**src/rtl/intExecPkg.sv**
```systemverilog
package intExecPkg;

  localparam logic [5:0] OPC_REG  = 6'd0;
  localparam logic [5:0] OPC_ADDI = 6'd8;
  localparam logic [5:0] OPC_SLTI = 6'd10;
  localparam logic [5:0] OPC_ANDI = 6'd12;
  localparam logic [5:0] OPC_ORI  = 6'd13;
  localparam logic [5:0] OPC_LUI  = 6'd15;

  localparam logic [5:0] FN_SLL = 6'd0;
  localparam logic [5:0] FN_ADD = 6'd32;
  localparam logic [5:0] FN_SUB = 6'd34;
  localparam logic [5:0] FN_AND = 6'd36;
  localparam logic [5:0] FN_OR  = 6'd37;
  localparam logic [5:0] FN_NOR = 6'd39;
  localparam logic [5:0] FN_SLT = 6'd42;

  typedef enum logic [2:0] {
    ALU_ADD, ALU_SUB, ALU_AND, ALU_OR, ALU_NOR, ALU_SLT, ALU_SLL, ALU_LUI
  } aluOpT;

  // strobes from control to datapath
  typedef struct packed {
    aluOpT aluOp;
    logic  useImm;
    logic  immZeroExt;
    logic  destIsRt;
    logic  writeEn;
    logic  illegal;
  } ctrlT;

endpackage

```
**src/rtl/intDecodeCtrl.sv**
```systemverilog
module intDecodeCtrl
  import intExecPkg::*;
(
  input  logic       instValid,
  input  logic [5:0] opcode,
  input  logic [5:0] funct,
  output ctrlT       ctrl
);

  logic  known;
  aluOpT op;
  logic  useImm;
  logic  zeroExt;
  logic  destRt;

  always_comb begin
    known   = 1'b1;
    op      = ALU_ADD;
    useImm  = 1'b0;
    zeroExt = 1'b0;
    destRt  = 1'b0;
    unique case (opcode)
      OPC_REG: begin
        unique case (funct)
          FN_ADD:  op = ALU_ADD;
          FN_SUB:  op = ALU_SUB;
          FN_AND:  op = ALU_AND;
          FN_OR:   op = ALU_OR;
          FN_NOR:  op = ALU_NOR;
          FN_SLT:  op = ALU_SLT;
          FN_SLL:  op = ALU_SLL;
          default: known = 1'b0;
        endcase
      end
      OPC_ADDI: begin op = ALU_ADD; useImm = 1'b1; destRt = 1'b1; end
      OPC_SLTI: begin op = ALU_SLT; useImm = 1'b1; destRt = 1'b1; end
      OPC_ANDI: begin op = ALU_AND; useImm = 1'b1; zeroExt = 1'b1; destRt = 1'b1; end
      OPC_ORI:  begin op = ALU_OR;  useImm = 1'b1; zeroExt = 1'b1; destRt = 1'b1; end
      OPC_LUI:  begin op = ALU_LUI; useImm = 1'b1; destRt = 1'b1; end
      default:  known = 1'b0;
    endcase
  end

  always_comb begin
    ctrl.aluOp      = op;
    ctrl.useImm     = useImm;
    ctrl.immZeroExt = zeroExt;
    ctrl.destIsRt   = destRt;
    ctrl.writeEn    = instValid & known;
    ctrl.illegal    = instValid & ~known;
  end

endmodule

```
**src/rtl/intRegFile.sv**
```systemverilog
module intRegFile #(
  parameter int DATA_W = 32,
  parameter int DEPTH  = 32,
  localparam int ADDR_W = $clog2(DEPTH)
) (
  input  logic              clk,
  input  logic              rstN,
  input  logic [ADDR_W-1:0] rdAddrA,
  input  logic [ADDR_W-1:0] rdAddrB,
  output logic [DATA_W-1:0] rdDataA,
  output logic [DATA_W-1:0] rdDataB,
  input  logic              wrEn,
  input  logic [ADDR_W-1:0] wrAddr,
  input  logic [DATA_W-1:0] wrData
);

  logic [DATA_W-1:0] mem [DEPTH];

  always_ff @(posedge clk) begin
    if (!rstN) begin
      for (int i = 0; i < DEPTH; i++) mem[i] <= '0;
    end else if (wrEn && wrAddr != '0) begin
      mem[wrAddr] <= wrData;
    end
  end

  assign rdDataA = (rdAddrA == '0) ? '0 : mem[rdAddrA];
  assign rdDataB = (rdAddrB == '0) ? '0 : mem[rdAddrB];


  writeLands_chk: assert property (@(posedge clk) disable iff (!rstN)
    (wrEn && wrAddr != '0) |=> (mem[$past(wrAddr)] == $past(wrData)));


  zeroIgnored_chk: assert property (@(posedge clk) disable iff (!rstN)
    (wrEn && wrAddr == '0) |=> (mem[0] == '0));

endmodule

```
**src/rtl/intAlu.sv**
```systemverilog
module intAlu
  import intExecPkg::*;
#(
  parameter int XLEN = 32,
  localparam int SH_W = $clog2(XLEN),
  localparam int HALF = XLEN / 2
) (
  input  aluOpT             op,
  input  logic [XLEN-1:0]   opA,
  input  logic [XLEN-1:0]   opB,
  input  logic [SH_W-1:0]   shamt,
  input  logic [HALF-1:0]   imm,
  output logic [XLEN-1:0]   aluOut
);

  always_comb begin
    unique case (op)
      ALU_ADD: aluOut = opA + opB;
      ALU_SUB: aluOut = opA - opB;
      ALU_AND: aluOut = opA & opB;
      ALU_OR:  aluOut = opA | opB;
      ALU_NOR: aluOut = ~(opA | opB);
      ALU_SLT: aluOut = {{(XLEN-1){1'b0}}, ($signed(opA) < $signed(opB))};
      ALU_SLL: aluOut = opB << shamt;
      ALU_LUI: aluOut = {imm, {HALF{1'b0}}};
      default: aluOut = '0;
    endcase
  end

endmodule

```
**src/rtl/intDatapath.sv**
```systemverilog
module intDatapath
  import intExecPkg::*;
#(
  parameter int XLEN      = 32,
  parameter int REG_COUNT = 32,
  localparam int IDX_W = $clog2(REG_COUNT),
  localparam int SH_W  = $clog2(XLEN),
  localparam int HALF  = XLEN / 2
) (
  input  logic             clk,
  input  logic             rstN,
  input  logic [31:0]      instWord,
  input  ctrlT             ctrl,
  output logic [XLEN-1:0]  result,
  output logic [IDX_W-1:0] wbIndex
);

  logic [IDX_W-1:0] rsIdx, rtIdx, rdIdx, destIdx;
  logic [SH_W-1:0]  shamt;
  logic [HALF-1:0]  imm;
  logic [XLEN-1:0]  rsData, rtData, immExt, opB, aluOut;

  assign rsIdx = instWord[25:21];
  assign rtIdx = instWord[20:16];
  assign rdIdx = instWord[15:11];
  assign shamt = instWord[10:6];
  assign imm   = instWord[15:0];

  assign immExt  = ctrl.immZeroExt ? {{(XLEN-HALF){1'b0}}, imm}
                                   : {{(XLEN-HALF){imm[HALF-1]}}, imm};
  assign opB     = ctrl.useImm ? immExt : rtData;
  assign destIdx = ctrl.destIsRt ? rtIdx : rdIdx;

  intRegFile #(.DATA_W(XLEN), .DEPTH(REG_COUNT)) i_regs (
    .clk     (clk),
    .rstN    (rstN),
    .rdAddrA (rsIdx),
    .rdAddrB (rtIdx),
    .rdDataA (rsData),
    .rdDataB (rtData),
    .wrEn    (ctrl.writeEn),
    .wrAddr  (destIdx),
    .wrData  (aluOut)
  );

  intAlu #(.XLEN(XLEN)) i_alu (
    .op     (ctrl.aluOp),
    .opA    (rsData),
    .opB    (opB),
    .shamt  (shamt),
    .imm    (imm),
    .aluOut (aluOut)
  );

  assign result  = ctrl.writeEn ? aluOut : '0;
  assign wbIndex = ctrl.writeEn ? destIdx : '0;


  luiLowZero_chk: assert property (@(posedge clk) disable iff (!rstN)
    (ctrl.writeEn && ctrl.aluOp == ALU_LUI) |-> (result[HALF-1:0] == '0));


  sltBool_chk: assert property (@(posedge clk) disable iff (!rstN)
    (ctrl.writeEn && ctrl.aluOp == ALU_SLT) |-> (result[XLEN-1:1] == '0));


  sllZeroShift_chk: assert property (@(posedge clk) disable iff (!rstN)
    (ctrl.writeEn && ctrl.aluOp == ALU_SLL && shamt == '0) |-> (result == rtData));


  illegalQuiet_chk: assert property (@(posedge clk) disable iff (!rstN)
    ctrl.illegal |-> (result == '0 && wbIndex == '0));

endmodule

```
**src/rtl/intExecUnit.sv**
```systemverilog
module intExecUnit
  import intExecPkg::*;
#(
  parameter int XLEN      = 32,
  parameter int REG_COUNT = 32,
  localparam int IDX_W = $clog2(REG_COUNT)
) (
  input  logic             clk,
  input  logic             rstN,
  input  logic             instValid,
  input  logic [31:0]      instWord,
  output logic [XLEN-1:0]  result,
  output logic [IDX_W-1:0] wbIndex,
  output logic             illegal
);

  ctrlT ctrl;

  intDecodeCtrl i_ctrl (
    .instValid (instValid),
    .opcode    (instWord[31:26]),
    .funct     (instWord[5:0]),
    .ctrl      (ctrl)
  );

  intDatapath #(.XLEN(XLEN), .REG_COUNT(REG_COUNT)) i_dp (
    .clk      (clk),
    .rstN     (rstN),
    .instWord (instWord),
    .ctrl     (ctrl),
    .result   (result),
    .wbIndex  (wbIndex)
  );

  assign illegal = ctrl.illegal;


  idleQuiet_chk: assert property (@(posedge clk) disable iff (!rstN)
    !instValid |-> (!illegal && result == '0 && wbIndex == '0));

endmodule

```
**config.mk**
```make
export PLATFORM = sky130hd
export DESIGN_NAME = intExecUnit
export DESIGN_NICKNAME = d
export VERILOG_FILES = /design/src/rtl/intExecPkg.sv /design/src/rtl/intDecodeCtrl.sv /design/src/rtl/intRegFile.sv /design/src/rtl/intAlu.sv /design/src/rtl/intDatapath.sv /design/src/rtl/intExecUnit.sv
export SDC_FILE = /design/constraint.sdc
export NUM_CORES = 2
export LEC_CHECK = 0
export ABC_AREA = 1
export BUFFER_PORTS_ARGS = -buffer_cell sky130_fd_sc_hd__buf_2
export CORE_ASPECT_RATIO = 1.5
export CORE_MARGIN = 5
export CORE_UTILIZATION = 50
export DETAILED_ROUTE_END_ITERATION = 16
export PLACE_DENSITY = 0.66
export SYNTH_ARGS = -nofsm -noshare
export SYNTH_HDL_FRONTEND = slang
export SYNTH_SLANG_ARGS = --single-unit
export TNS_END_PERCENT = 1
```
**constraint.sdc**
```tcl
create_clock -name clk -period 15.22 [get_ports clk]
set_input_delay 3.044 -clock clk [delete_from_list [all_inputs] [get_ports clk]]
set_output_delay 3.044 -clock clk [all_outputs]
set_load 0.02 [all_outputs]
```
==> impl_metrics.csv <==
group,metric,value,unit
status,status,"completed",
cts,clk_latency,730,ps
place,place_inst,9669,
floorplan,rows,163,
layout,layout-drive-gt1-share,8.18,%
synth,avgSynthCellArea,7.87,sq um
power_and_ir_drop,p_per_area,113,nW/um^2
detailed_routing,wl_per_cell,28.8,um
synth,synth-edff-count,1024,
timing,finalSetupViolCount,0,
floorplan,die_width,306,um
global_routing,antenna_found_initial,8,
global_routing,use_met1,43.6,%
timing,timing.final.max_slew_violations,0,
timing,timing.final.crit_share,90.6,%
synth,async_flop_share,0,%
floorplan,start_util,50.1,%
synth,synthTopCellsByArea,"edfxtp_1, nor2_1, nand2_1, o21ai_0, inv_1",
synth,ys.flop_type,"edfxtp_1",
global_routing,grt_pass1_vias,60100,
timing,fin_ws,1430,ps
layout,fill_cells,12200,
synth,netlist_instances,8354,
setup_path,crit_path_start_kind,"input port",
layout,fin_nets,8157,
setup_path,critical_path_required,12180,ps
place,gp_congestion,1.07,
detailed_routing,drc,0,
layout,fin_cells,9839,
timing,max_clock_freq,72.5,MHz
synth,synth_area,65800,sq um
run,max_cap_violations,0,
place,port_buffers,72,
setup_path,critical_path_class,"input port to output port",
detailed_routing,postRouteAntennaNets,0,
layout,top_regs,"i_dp.i_regs.mem (1024)",
detailed_routing,vias,63200,
global_routing,grt.total_usage,39.1,%
cts,cts-root-buf,"clkbuf_16",
detailed_routing,drt_first_pass_iters,7,
cts,cts_hold_buf,0,
synth,synth_top_cell_area_share,46.8,%
floorplan,dieArea,139000,sq um
synth,synth-seq-cells,1024,
detailed_routing,finalWirelength,283,mm
timing,hold_viol,0,
cts,cts_tree,"yes",
power_and_ir_drop,p_leak,30.1,nW
timing,max_slew_margin,4.67,%
detailed_routing,drt_iter0_markers,9342,
power_and_ir_drop,irDropWorstVdd,0.126,mV
min_path,min_path_type,"flop to flop",
timing,tightest_slew,1430,ps
place,dp_slack,2130,ps
setup_path,critPathLaunch,"instWord[21]",
cts,cts_resized,0,
synth,synth_warnings,0,
global_routing,grt_overflow,0,
floorplan,die_y,454,um
cts,h-tree-depth,3,
floorplan,io_pins,73,
global_routing,grt_use_met3,9.64,%
timing,tns,0,ps
setup_path,crit_path_max_fanout,128,
synth,synth_cell_types,63,
global_routing,grt_max_degree,149,
floorplan,coreArea,131000,sq um
layout,largest_register,"i_dp.i_regs.mem",
setup_path,r2r-start,"i_dp.i_regs.mem[25][16]",
synth,ys_seq_area_share,46.8,%
timing,layout_min_cycle_time,13790,ps
cts,numCtsBuffers,93,
cts,cts_sinks,1024,
layout,area_growth,5.42,%
timing,skew,24.4,ps
setup_path,crit_arrival,10750,ps
min_path,worstHoldStart,"i_dp.i_regs.mem[0][3]",
place,dpl.hpwl,178,mm
timing,rsz0062_at_grt,"no",
synth,synth_area_leader_cell,"edfxtp_1",
global_routing,met2_usage,63.8,%
cts,postCtsSetupRepairBufs,0,
layout,largest_reg_flops,1024,
global_routing,busiest_layer,"met2",
setup_path,end_kind,"output port",
cts,path_clk_slew,70,ps
global_routing,grt_pass1_wl,401,mm
cts,cts_buffer_depth,3,
detailed_routing,via_per_inst,6.42,
==> cells in the mapped netlist, drive strengths merged, types with 4 or more instances <==
cell	n
clkbuf	282
o2bb2ai	4
o2111ai	10
nor4	10
o21a	5
nand4	17
o21ai	1065
a21boi	6
a21oi	288
nor2	1580
nor3	21
a211oi	11
o211ai	198
buf	383
a221oi	8
edfxtp	1024
nand2	1425
nand3b	4
a32o	4
ha	88
inv	959
nand3	613
a31oi	9
o21bai	7
o221ai	225
o22ai	78
xor2	9
==> power by group <==
part / total, mW / leakage (nW) / switching (mW) / internal, mW
Clock: 2.40 / 1.44 / 1.09 / 1.31
Combinational: 2.18 / 18.1 / 1.73 / 0.450
Sequential: 3.24 / 10.6 / 0.0470 / 3.19
==> worst paths after layout <==
path	endpoint	slack, ps	cells past startpoint
worst max register to register	i_dp.i_regs.mem[19][29]	8810	17
worst max-delay path	result[29]	1430	21
worst min-delay path	i_dp.i_regs.mem[2][3]	1840	11
worst min register to register	i_dp.i_regs.mem[2][3]	1840	11
==> stage by stage <==
| step | hold WS (ps) | util (%) | total power, mW | instance area [sq um] |
|---|---|---|---|---|
| 2_1_floorplan | 1200 | - | 4.66 | 65900 |
| 3_3_place_gp | 1780 | 50.6 | 5.37 | 66400 |
| 3_5_place_dp | 1800 | 50.6 | 5.38 | 66400 |
| 4_1_cts | 1830 | 52.9 | 7.71 | 69300 |
| 5_1_grt | 2010 | 52.9 | 8.01 | 69300 |
| 6_report | 1840 | 52.9 | 7.82 | 69300 |
==> worst max-delay path, stage by stage <==
cell,delay (ps)
buf_8,180
inv_8,710
buf_4,710
o21ai_0,210
o221ai_1,200
nand3_1,130
nand3_1,230
o211ai_1,310
inv_1,170
ha_1,390
a21oi_1,1140
o21ai_0,570
a21boi_0,710
nor2_1,130
a211oi_1,270
nand3_1,110
nand3_1,140
nand3_2,610
nand2_1,220
inv_1,50
buf_2,150
==> placed cells by master (no fill, tap or decap), types with 8 or more instances in the layout <==
cell | synthesis | layout
nor2_1 | 1481 | 1479
nand2_1 | 1389 | 1357
edfxtp_1 | 1024 | 1024
o21ai_0 | 988 | 988
inv_1 | 857 | 853
nand3_1 | 597 | 597
a21oi_1 | 286 | 286
o221ai_1 | 225 | 225
o211ai_1 | 194 | 194
buf_4 | 54 | 135
inv_2 | 100 | 97
clkbuf_16 | 0 | 95
ha_1 | 88 | 88
o22ai_1 | 78 | 78
nor2_2 | 84 | 77
o21ai_1 | 71 | 68
nand2_2 | 35 | 67
buf_2 | 218 | 66
conb_1 | 1 | 32
clkinv_1 | 1 | 26
nor2_4 | 15 | 24
nor3_1 | 18 | 18
nand4_1 | 17 | 17
clkinv_2 | 0 | 16
clkbuf_1 | 280 | 16
nand3_2 | 13 | 13
buf_12 | 0 | 11
nor4_1 | 10 | 10
a211oi_1 | 10 | 10
o2111ai_1 | 10 | 10
bufinv_16 | 0 | 10
a31oi_1 | 9 | 9
o21ai_2 | 6 | 9
xor2_1 | 9 | 9
a221oi_1 | 8 | 8
==> logic make-up (layout without fill, tap and decap cells) <==
group / count (synthesis) / count (layout) / share of synthesized area (%)
AO/OA/AOI/OAI: 1931 / 1931 / 17.4
XOR/XNOR: 9 / 9 / 0.120
adder cells (fa/ha/maj): 90 / 90 / 1.74
buffers and inverters: 1625 / 1343 / 10.8
flip-flops: 1024 / 1024 / 46.8
other: 1 / 36 / 0.00570
AND/OR/NAND/NOR: 3674 / 3674 / 23.2
==> cell type report <==
cell class / count / area, sq um / area share (%)
sequential: 1024 / 30700 / 44.4
clock buffer: 111 / 2440 / 3.52
tap: 1732 / 2170 / 3.13
timing repair buffer: 217 / 1630 / 2.36
inverter: 960 / 3650 / 5.26
clock inverter: 55 / 507 / 0.731
multi-input combinational: 5736 / 28200 / 40.6
antenna: 4 / 10.0 / 0.0144
==> layer usage <==
metal,vias up,routed length [um]
li1,27500,-
met2,4781,130000
met5,-,62
met4,10,28100
met3,1311,34400
met1,29600,90000
(Power assumes the default switching activity.)
